<file path="src/rtl/pkt_tracker_pkg.sv">
package pkt_tracker_pkg;
  typedef enum logic {
    FRAME_IDLE = 1'b0,
    FRAME_OPEN = 1'b1
  } frame_state_e;
endpackage

</file>
<file path="src/rtl/pkt_sel_decode.sv">
module pkt_sel_decode #(
  parameter int NUM_Q = 4,
  localparam int QW = (NUM_Q > 1) ? $clog2(NUM_Q) : 1
) (
  input  logic             en,
  input  logic [QW-1:0]    qsel,
  output logic [NUM_Q-1:0] hit
);
  for (genvar q = 0; q < NUM_Q; q++) begin : g_hit
    assign hit[q] = en && (qsel == QW'(q));
  end
endmodule

</file>
<file path="src/rtl/pkt_wr_framer.sv">
module pkt_wr_framer
  import pkt_tracker_pkg::*;
#(
  parameter int NUM_Q = 4
) (
  input  logic             clk,
  input  logic             rst_n,
  input  logic [NUM_Q-1:0] wr_hit,
  input  logic             sop,
  input  logic             eop,
  input  logic [NUM_Q-1:0] clr,
  output logic [NUM_Q-1:0] done
);
  for (genvar q = 0; q < NUM_Q; q++) begin : g_frame
    frame_state_e st_q, st_d;

    // end marker closes a packet opened earlier or on this same word
    assign done[q] = wr_hit[q] && eop && (sop || (st_q == FRAME_OPEN));

    always_comb begin
      st_d = st_q;
      if (clr[q])          st_d = FRAME_IDLE;
      else if (wr_hit[q]) begin
        if (eop)           st_d = FRAME_IDLE;
        else if (sop)      st_d = FRAME_OPEN;
      end
    end

    always_ff @(posedge clk or negedge rst_n) begin
      if (!rst_n) st_q <= FRAME_IDLE;
      else        st_q <= st_d;
    end
  end
endmodule

</file>
<file path="src/rtl/pkt_q_counter.sv">
module pkt_q_counter #(
  parameter int CNT_W = 4,
  localparam logic [CNT_W-1:0] CNT_MAX = {CNT_W{1'b1}}
) (
  input  logic             clk,
  input  logic             rst_n,
  input  logic             inc,
  input  logic             dec,
  input  logic             clr,
  output logic [CNT_W-1:0] cnt,
  output logic             nonzero
);
  logic [CNT_W-1:0] cnt_d;

  always_comb begin
    cnt_d = cnt;
    if (clr)                           cnt_d = '0;
    else if (inc && !dec) begin
      if (cnt != CNT_MAX)              cnt_d = cnt + 1'b1;
    end else if (dec && !inc) begin
      if (cnt != '0)                   cnt_d = cnt - 1'b1;
    end
  end

  always_ff @(posedge clk or negedge rst_n) begin
    if (!rst_n) cnt <= '0;
    else        cnt <= cnt_d;
  end

  assign nonzero = (cnt != '0);
endmodule

</file>
<file path="src/rtl/pkt_ready_tracker.sv">
module pkt_ready_tracker #(
  parameter int NUM_Q = 4,
  parameter int CNT_W = 4,
  localparam int QW = (NUM_Q > 1) ? $clog2(NUM_Q) : 1
) (
  input  logic             clk,
  input  logic             rst_n,
  input  logic             wr_en,
  input  logic [QW-1:0]    wr_qsel,
  input  logic             wr_sop,
  input  logic             wr_eop,
  input  logic             rd_en,
  input  logic [QW-1:0]    rd_qsel,
  input  logic             rd_eop,
  input  logic             prst_en,
  input  logic [QW-1:0]    prst_qsel,
  output logic [NUM_Q-1:0] pkt_ready
);
  logic [NUM_Q-1:0]       wr_hit, rd_hit, clr_v, inc_v, dec_v;
  logic [NUM_Q*CNT_W-1:0] cnt_flat;

  pkt_sel_decode #(.NUM_Q(NUM_Q)) u_wr_dec (
    .en(wr_en), .qsel(wr_qsel), .hit(wr_hit));
  pkt_sel_decode #(.NUM_Q(NUM_Q)) u_rd_dec (
    .en(rd_en && rd_eop), .qsel(rd_qsel), .hit(rd_hit));
  pkt_sel_decode #(.NUM_Q(NUM_Q)) u_pr_dec (
    .en(prst_en), .qsel(prst_qsel), .hit(clr_v));

  pkt_wr_framer #(.NUM_Q(NUM_Q)) u_framer (
    .clk(clk), .rst_n(rst_n), .wr_hit(wr_hit), .sop(wr_sop), .eop(wr_eop),
    .clr(clr_v), .done(inc_v));

  assign dec_v = rd_hit;

  for (genvar q = 0; q < NUM_Q; q++) begin : g_cnt
    pkt_q_counter #(.CNT_W(CNT_W)) u_cnt (
      .clk(clk), .rst_n(rst_n), .inc(inc_v[q]), .dec(dec_v[q]), .clr(clr_v[q]),
      .cnt(cnt_flat[q*CNT_W +: CNT_W]), .nonzero(pkt_ready[q]));
  end
endmodule

</file>
<file path="config.mk">
export PLATFORM = sky130hd
export DESIGN_NAME = pkt_ready_tracker
export DESIGN_NICKNAME = d
export VERILOG_FILES = /design/src/rtl/pkt_tracker_pkg.sv /design/src/rtl/pkt_sel_decode.sv /design/src/rtl/pkt_wr_framer.sv /design/src/rtl/pkt_q_counter.sv /design/src/rtl/pkt_ready_tracker.sv
export SDC_FILE = /design/constraint.sdc
export NUM_CORES = 1
export LEC_CHECK = 0
export BUFFER_PORTS_ARGS = -buffer_cell sky130_fd_sc_hd__buf_2
export CAP_MARGIN = 25
export CORE_MARGIN = 1
export CORE_UTILIZATION = 35
export DETAILED_ROUTE_END_ITERATION = 6
export HOLD_SLACK_MARGIN = 0.15
export MAX_ROUTING_LAYER = met4
export SYNTH_ARGS = -nofsm -noshare
export SYNTH_HDL_FRONTEND = slang
export SYNTH_SLANG_ARGS = --single-unit
</file>
<file path="constraint.sdc">
create_clock -name clk -period 2 [get_ports clk]
set_input_delay 0.4 -clock clk [delete_from_list [all_inputs] [get_ports clk]]
set_output_delay 0.4 -clock clk [all_outputs]
set_load 0.005 [all_outputs]
</file>
* Word-level counts from Yosys, hierarchy flattened
Cells that the tools add are included. Widths: inputs -> output; s select.
Word-level totals: output and inout bits 4, register bits 20, logic and storage cells 135
Operators by class: mux-type cells 30, add/subtract/negate cells 8, eq/ne operators 17, reduce and logical (&&, ||, !) cells 72
Operators by type and width (number):
- $mux 4 | 20
- $reduce_bool 3->1 | 12
- $logic_and 1x1->1 | 29
- $add 4x1->4 const B | 4
- $ne 4x4->1 const B | 4
- $reduce_bool 4->1 | 4
- $sub 4x1->4 const B | 4
- $eq 2x2->1 const B | 6
- $ne 3x2->1 const B | 4
- $reduce_and 3->1 | 4
- $mux 1 | 10
- $logic_not 1->1 | 8
- $reduce_and 2->1 | 4
- $reduce_bool 2->1 | 4
- $eq 2x1->1 const B | 3
- $logic_not 2->1 | 3
- $logic_or 1x1->1 | 4

* Longest topological paths before layout
word-level depth 9, mapped depth 10, depth with buffers taken out 10

* By module
A second synthesis with hierarchy kept.
Unflattened totals: cells, all modules 147, area total of the unflattened synthesis 1545.2 µm²
Modules (own cells, without submodules):
- pkt_q_counter (g_cnt[0].u_cnt ...) | times used 3, seq. area each 100.1 µm², cells each 30, area each 304.0 µm²
- pkt_q_counter (g_cnt[3].u_cnt) | times used 1, seq. area each 100.1 µm², cells each 26, area each 287.8 µm²
- pkt_wr_framer | times used 1, seq. area each 100.1 µm², cells each 18, area each 226.5 µm²
- pkt_sel_decode | times used 3, seq. area each 0.0 µm², cells each 4, area each 37.5 µm²
- pkt_ready_tracker | times used 1, seq. area each 0.0 µm², cells each 1, area each 6.3 µm²

* Worst setup path before layout
No wires, ideal clock.
path kind input-to-reg, from in wr_en, to reg g_cnt[0].u_cnt.cnt[3], buffers on the path 0, path slack -0.247 ns, arrival time 2.148 ns, cell stages on the path 10, cell sequence nand2_1 nor4_1 ha_1 inv_1 ha_1 and4_1 o21ai_0 a31oi_1 nor2_1 a311oi_1
On the way: cells in the longest elaborated chain, start to end 7, elaborated cells between the ends (all ways) 12
RTL lines:
- start, declared | RTL line pkt_ready_tracker.sv:8 | input logic wr_en,
- $logic_and 1x1->1 (*) | RTL line pkt_sel_decode.sv:10 | assign hit[q] = en && (qsel == QW'(q));
- $logic_and 1x1->1 (*) (2 in series) | RTL line pkt_wr_framer.sv:18 | assign done[q] = wr_hit[q] && eop && (sop || (st_q == FRAME_OPEN));
- $logic_not 1->1 | RTL line pkt_q_counter.sv:20 | end else if (dec && !inc) begin
- $logic_and 1x1->1 | RTL line pkt_q_counter.sv:20
- $reduce_bool 3->1 (no line)
- $reduce_and 3->1 (no line)
- end signal, assigned | RTL line pkt_q_counter.sv:27 | else cnt <= cnt_d;
- end, declared | RTL line pkt_q_counter.sv:10 | output logic [CNT_W-1:0] cnt,
Mark *: on every way between the ends. The rest lies on a longest branch, timed or not. A chain may end at the register's enable or synchronous reset.

* Worst setup path after layout
from in wr_qsel[1], to reg g_cnt[1].u_cnt.cnt[3]
On the way: cells in the longest elaborated chain, start to end 8, elaborated cells between the ends (all ways) 13
RTL lines:
- start, declared | RTL line pkt_ready_tracker.sv:9 | input logic [QW-1:0] wr_qsel,
- $eq 2x1->1 (*) | RTL line pkt_sel_decode.sv:10
- $logic_and 1x1->1 (*) | RTL line pkt_sel_decode.sv:10
- $logic_and 1x1->1 (*) (2 in series) | RTL line pkt_wr_framer.sv:18
- $logic_not 1->1 | RTL line pkt_q_counter.sv:20
- $logic_and 1x1->1 | RTL line pkt_q_counter.sv:20
- $reduce_bool 3->1 (no line)
- $reduce_and 3->1 (no line)
- end signal, assigned | RTL line pkt_q_counter.sv:27
- end, declared | RTL line pkt_q_counter.sv:10
Marks and branches as above.

==> qor.txt <==
met3 wire length: 99 um
Layout fillers: 416
Vias: 1469
Cell Area, Placed: 2080 um2
CTS clock-pin slew for the worst setup and hold paths: 0.08 ns
measured slew at the worst slew-check pin: 0.482 ns
drt first-iter violations: 84
grt total ovfl: 0
Detail Placement HPWL: 2790 um
Hold Vio Cnt, Final: 0
CTS tree: built
Setup Skew: 0.000987 ns
Worst Setup EP: g_cnt[1].u_cnt.cnt[3]
Crit Path Max Fanout: 5
Final Power: 2350 uW
Slew HR: 67.9%
Die Y: 69.4 um
Hold Path Class: input pin to flip-flop
detailed-router iteration count before antenna repair: 4
die area: 4820 um2
met2 wire length: 1650 um
Post-Route Setup TNS: 0 ns
Yosys top cell by area: dfrtp_1
final setup violating endpoints: 0
core outline area: 4350 um2
ranking of synthesized cells by area: dfrtp_1 31%, ha_1 13%, nor2_1 6.4%, xnor2_1 6.1%, mux2i_1 5.7%
Initial Util: 36.5%
die width: 69.4 um
maximum vdd ir drop: 0.562 mV
design area: 2220 um2
Synth Instances: 174
# DRC: 0
first-pass GRT wire length: 6570 um
Min Hold Slack: 0.405 ns
Post-Syn Nets: 204
Worst R2R Path Depth: 10
CTS buffer count: 3
Std-Cell Rows: 24
crit path time final: 2.00 ns
RePlAce Congestion: 0.839
clock tree buffer depth: 2
IO Port Bufs: 17
Routed WL per cell: 12.7 um
fin nets: 262
Synth Flop Type: dfrtp_1
WL met1: 1780 um
FMAX: 0.501 GHz
ANT nets after route: 0
Yosys reg bits: 20
Tcrit/Tclk final: 99.9%
EDFF count, synth: 0
unrepaired setup endpoints after global routing: yes
clock root cell: clkbuf_8
num ports: 18
max_cap viols: 0
fraction of registers with async set or reset after synthesis: 100%
diode count: 0
initial antenna violation count: 0
clk_lat worst skew: 0.26 ns
Via density: 5.19
crit path launch type: input pin
most common cell after layout, fill and taps aside: buf_4
Overall Global Routing Usage: 17.1%
Seq/Total Area, Yosys: 31.5%
Worst Setup End Kind: flip-flop
WP data required: 2.15 ns
reg-to-reg startpoint: u_framer.g_frame[0].st_q
routed wire length: 3590 um
crit path from: wr_qsel[1]
register-to-register setup slack: 0.06 ns
Avg Cell Area, Syn: 9.14 um2
CTS sink cnt: 20
layout cells sized above 1: 42.0%
reg-to-reg endpoint: g_cnt[0].u_cnt.cnt[3]
Ys Warns: 0
largest net degree at the start of global routing: 21
worst path arrival time: 2.15 ns
Yosys top cell area share: 31.5%
leak pwr: 0.00100 uW
top layer in use: met4
commonest cells after routing, fill and taps aside: 41 x buf_4, 23 x nor2_1, 20 x dfrtp_1, 13 x buf_2, 11 x xnor2_1
critical setup path kind: input pin to flip-flop
max-slew violations: 0
H-Tree Depth: 1
vias in the first global route: 1523
pwr dens: 1060 nW/um2
Cell variety after synth: 41
outcome: finished, final reports clean
Syn-to-layout area delta: 39.7%
Synth Cell Area: 1590 um2
==> per-stage QoR <==
stage | instances | setup slack (ns) | util, %
after floorplan | 174 | -0.0915 | -
after global placement | 275 | -0.290 | 47.7
after detailed placement | 275 | -0.363 | 47.7
after CTS | 280 | -0.000704 | 49.8
after global routing | 283 | -0.0800 | 51.0
final | 283 | 0.00292 | 51.0
==> metal layers <==
metal,track usage (%),vias up
met2,27.7,20
met1,21.7,702
met5,-,-
met4,6.58,0
li1,-,741
met3,2.33,6
==> synth_stat cells (all sizes together), types with 3 or more instances <==
library cell   n
nor2          29
dfrtp         20
ha            16
inv           11
xnor2         11
mux2i          9
a21oi          7
nand2          6
a211oi         5
nor3           5
a31oi          4
buf            4
nand4          4
o21ai          4
or4            4
a21o           3
o22ai          3
==> critical path, cell delays in order <==
cell and delay (ns):
clkbuf_4 0.15, buf_4 0.14, nor2_2 0.11, o21a_1 0.20
ha_2 0.20, inv_1 0.07, ha_4 0.23, a31oi_2 0.13
nor2_1 0.07, o21ai_2 0.12, mux2_1 0.33
==> where the power goes <==
group | leakage [uW] | internal [uW] | switching [uW]
registers | 0.000264 | 547 | 192
clock network | 0.0000288 | 176 | 146
logic | 0.000710 | 746 | 540
==> cell families (layout without fill, tap and decap cells) <==
group | count (synthesis) | after routing | share of synthesized area (%)
and+or+nand+nor | 65 | 65 | 22.0
AOI/OAI and AO/OA | 33 | 33 | 15.3
DFF | 20 | 20 | 31.5
buffers and inverters | 17 | 74 | 4.96
adders and majority gates | 16 | 16 | 12.6
xor gates and xnor gates | 12 | 12 | 6.61
muxes | 11 | 11 | 7.08
==> cell type report <==
class	count	area (um2)	share of cell area, %
Clock buffer	4	55.1	2.48
Timing Repair Buffer	59	433	19.5
Tap cell	52	65.1	2.93
Multi-Input combinational cell	137	1130	50.7
Inverter	11	41.3	1.86
Sequential cell	20	500	22.5
==> registers in the layout (all words and copies together), names as in the netlist <==
register and count:
u_framer.g_frame.st_q 4, g_cnt.u_cnt.cnt 16
==> repair_timing <==
action / 4_1_cts / 5_1_grt
setup endpoints to repair: 3 / 7
pin swaps: 2 / 3
buffers inserted: 0 / 3
endpoints found under the hold margin: 20 / 0
resized for setup: 7 / 10
hold buffers: 1 / 0
==> how the worst min path moves through the flow <==
| stage | from | to | slack (ns) | cells after the start |
|---|---|---|---|---|
| final | wr_qsel[1] | u_framer.g_frame[2].st_q | 0.40 | 2 |
| after global routing | wr_qsel[1] | u_framer.g_frame[2].st_q | 0.41 | 2 |
| after CTS | wr_qsel[1] | u_framer.g_frame[2].st_q | 0.40 | 2 |
| after detailed placement | rst_n | g_cnt[2].u_cnt.cnt[0] | 0.39 | 1 |
| after global placement | rst_n | g_cnt[2].u_cnt.cnt[1] | 0.39 | 1 |
| after floorplan | rst_n | g_cnt[0].u_cnt.cnt[0] | 0.10 | 0 |
Note: power is estimated with default switching activity, not from simulation.
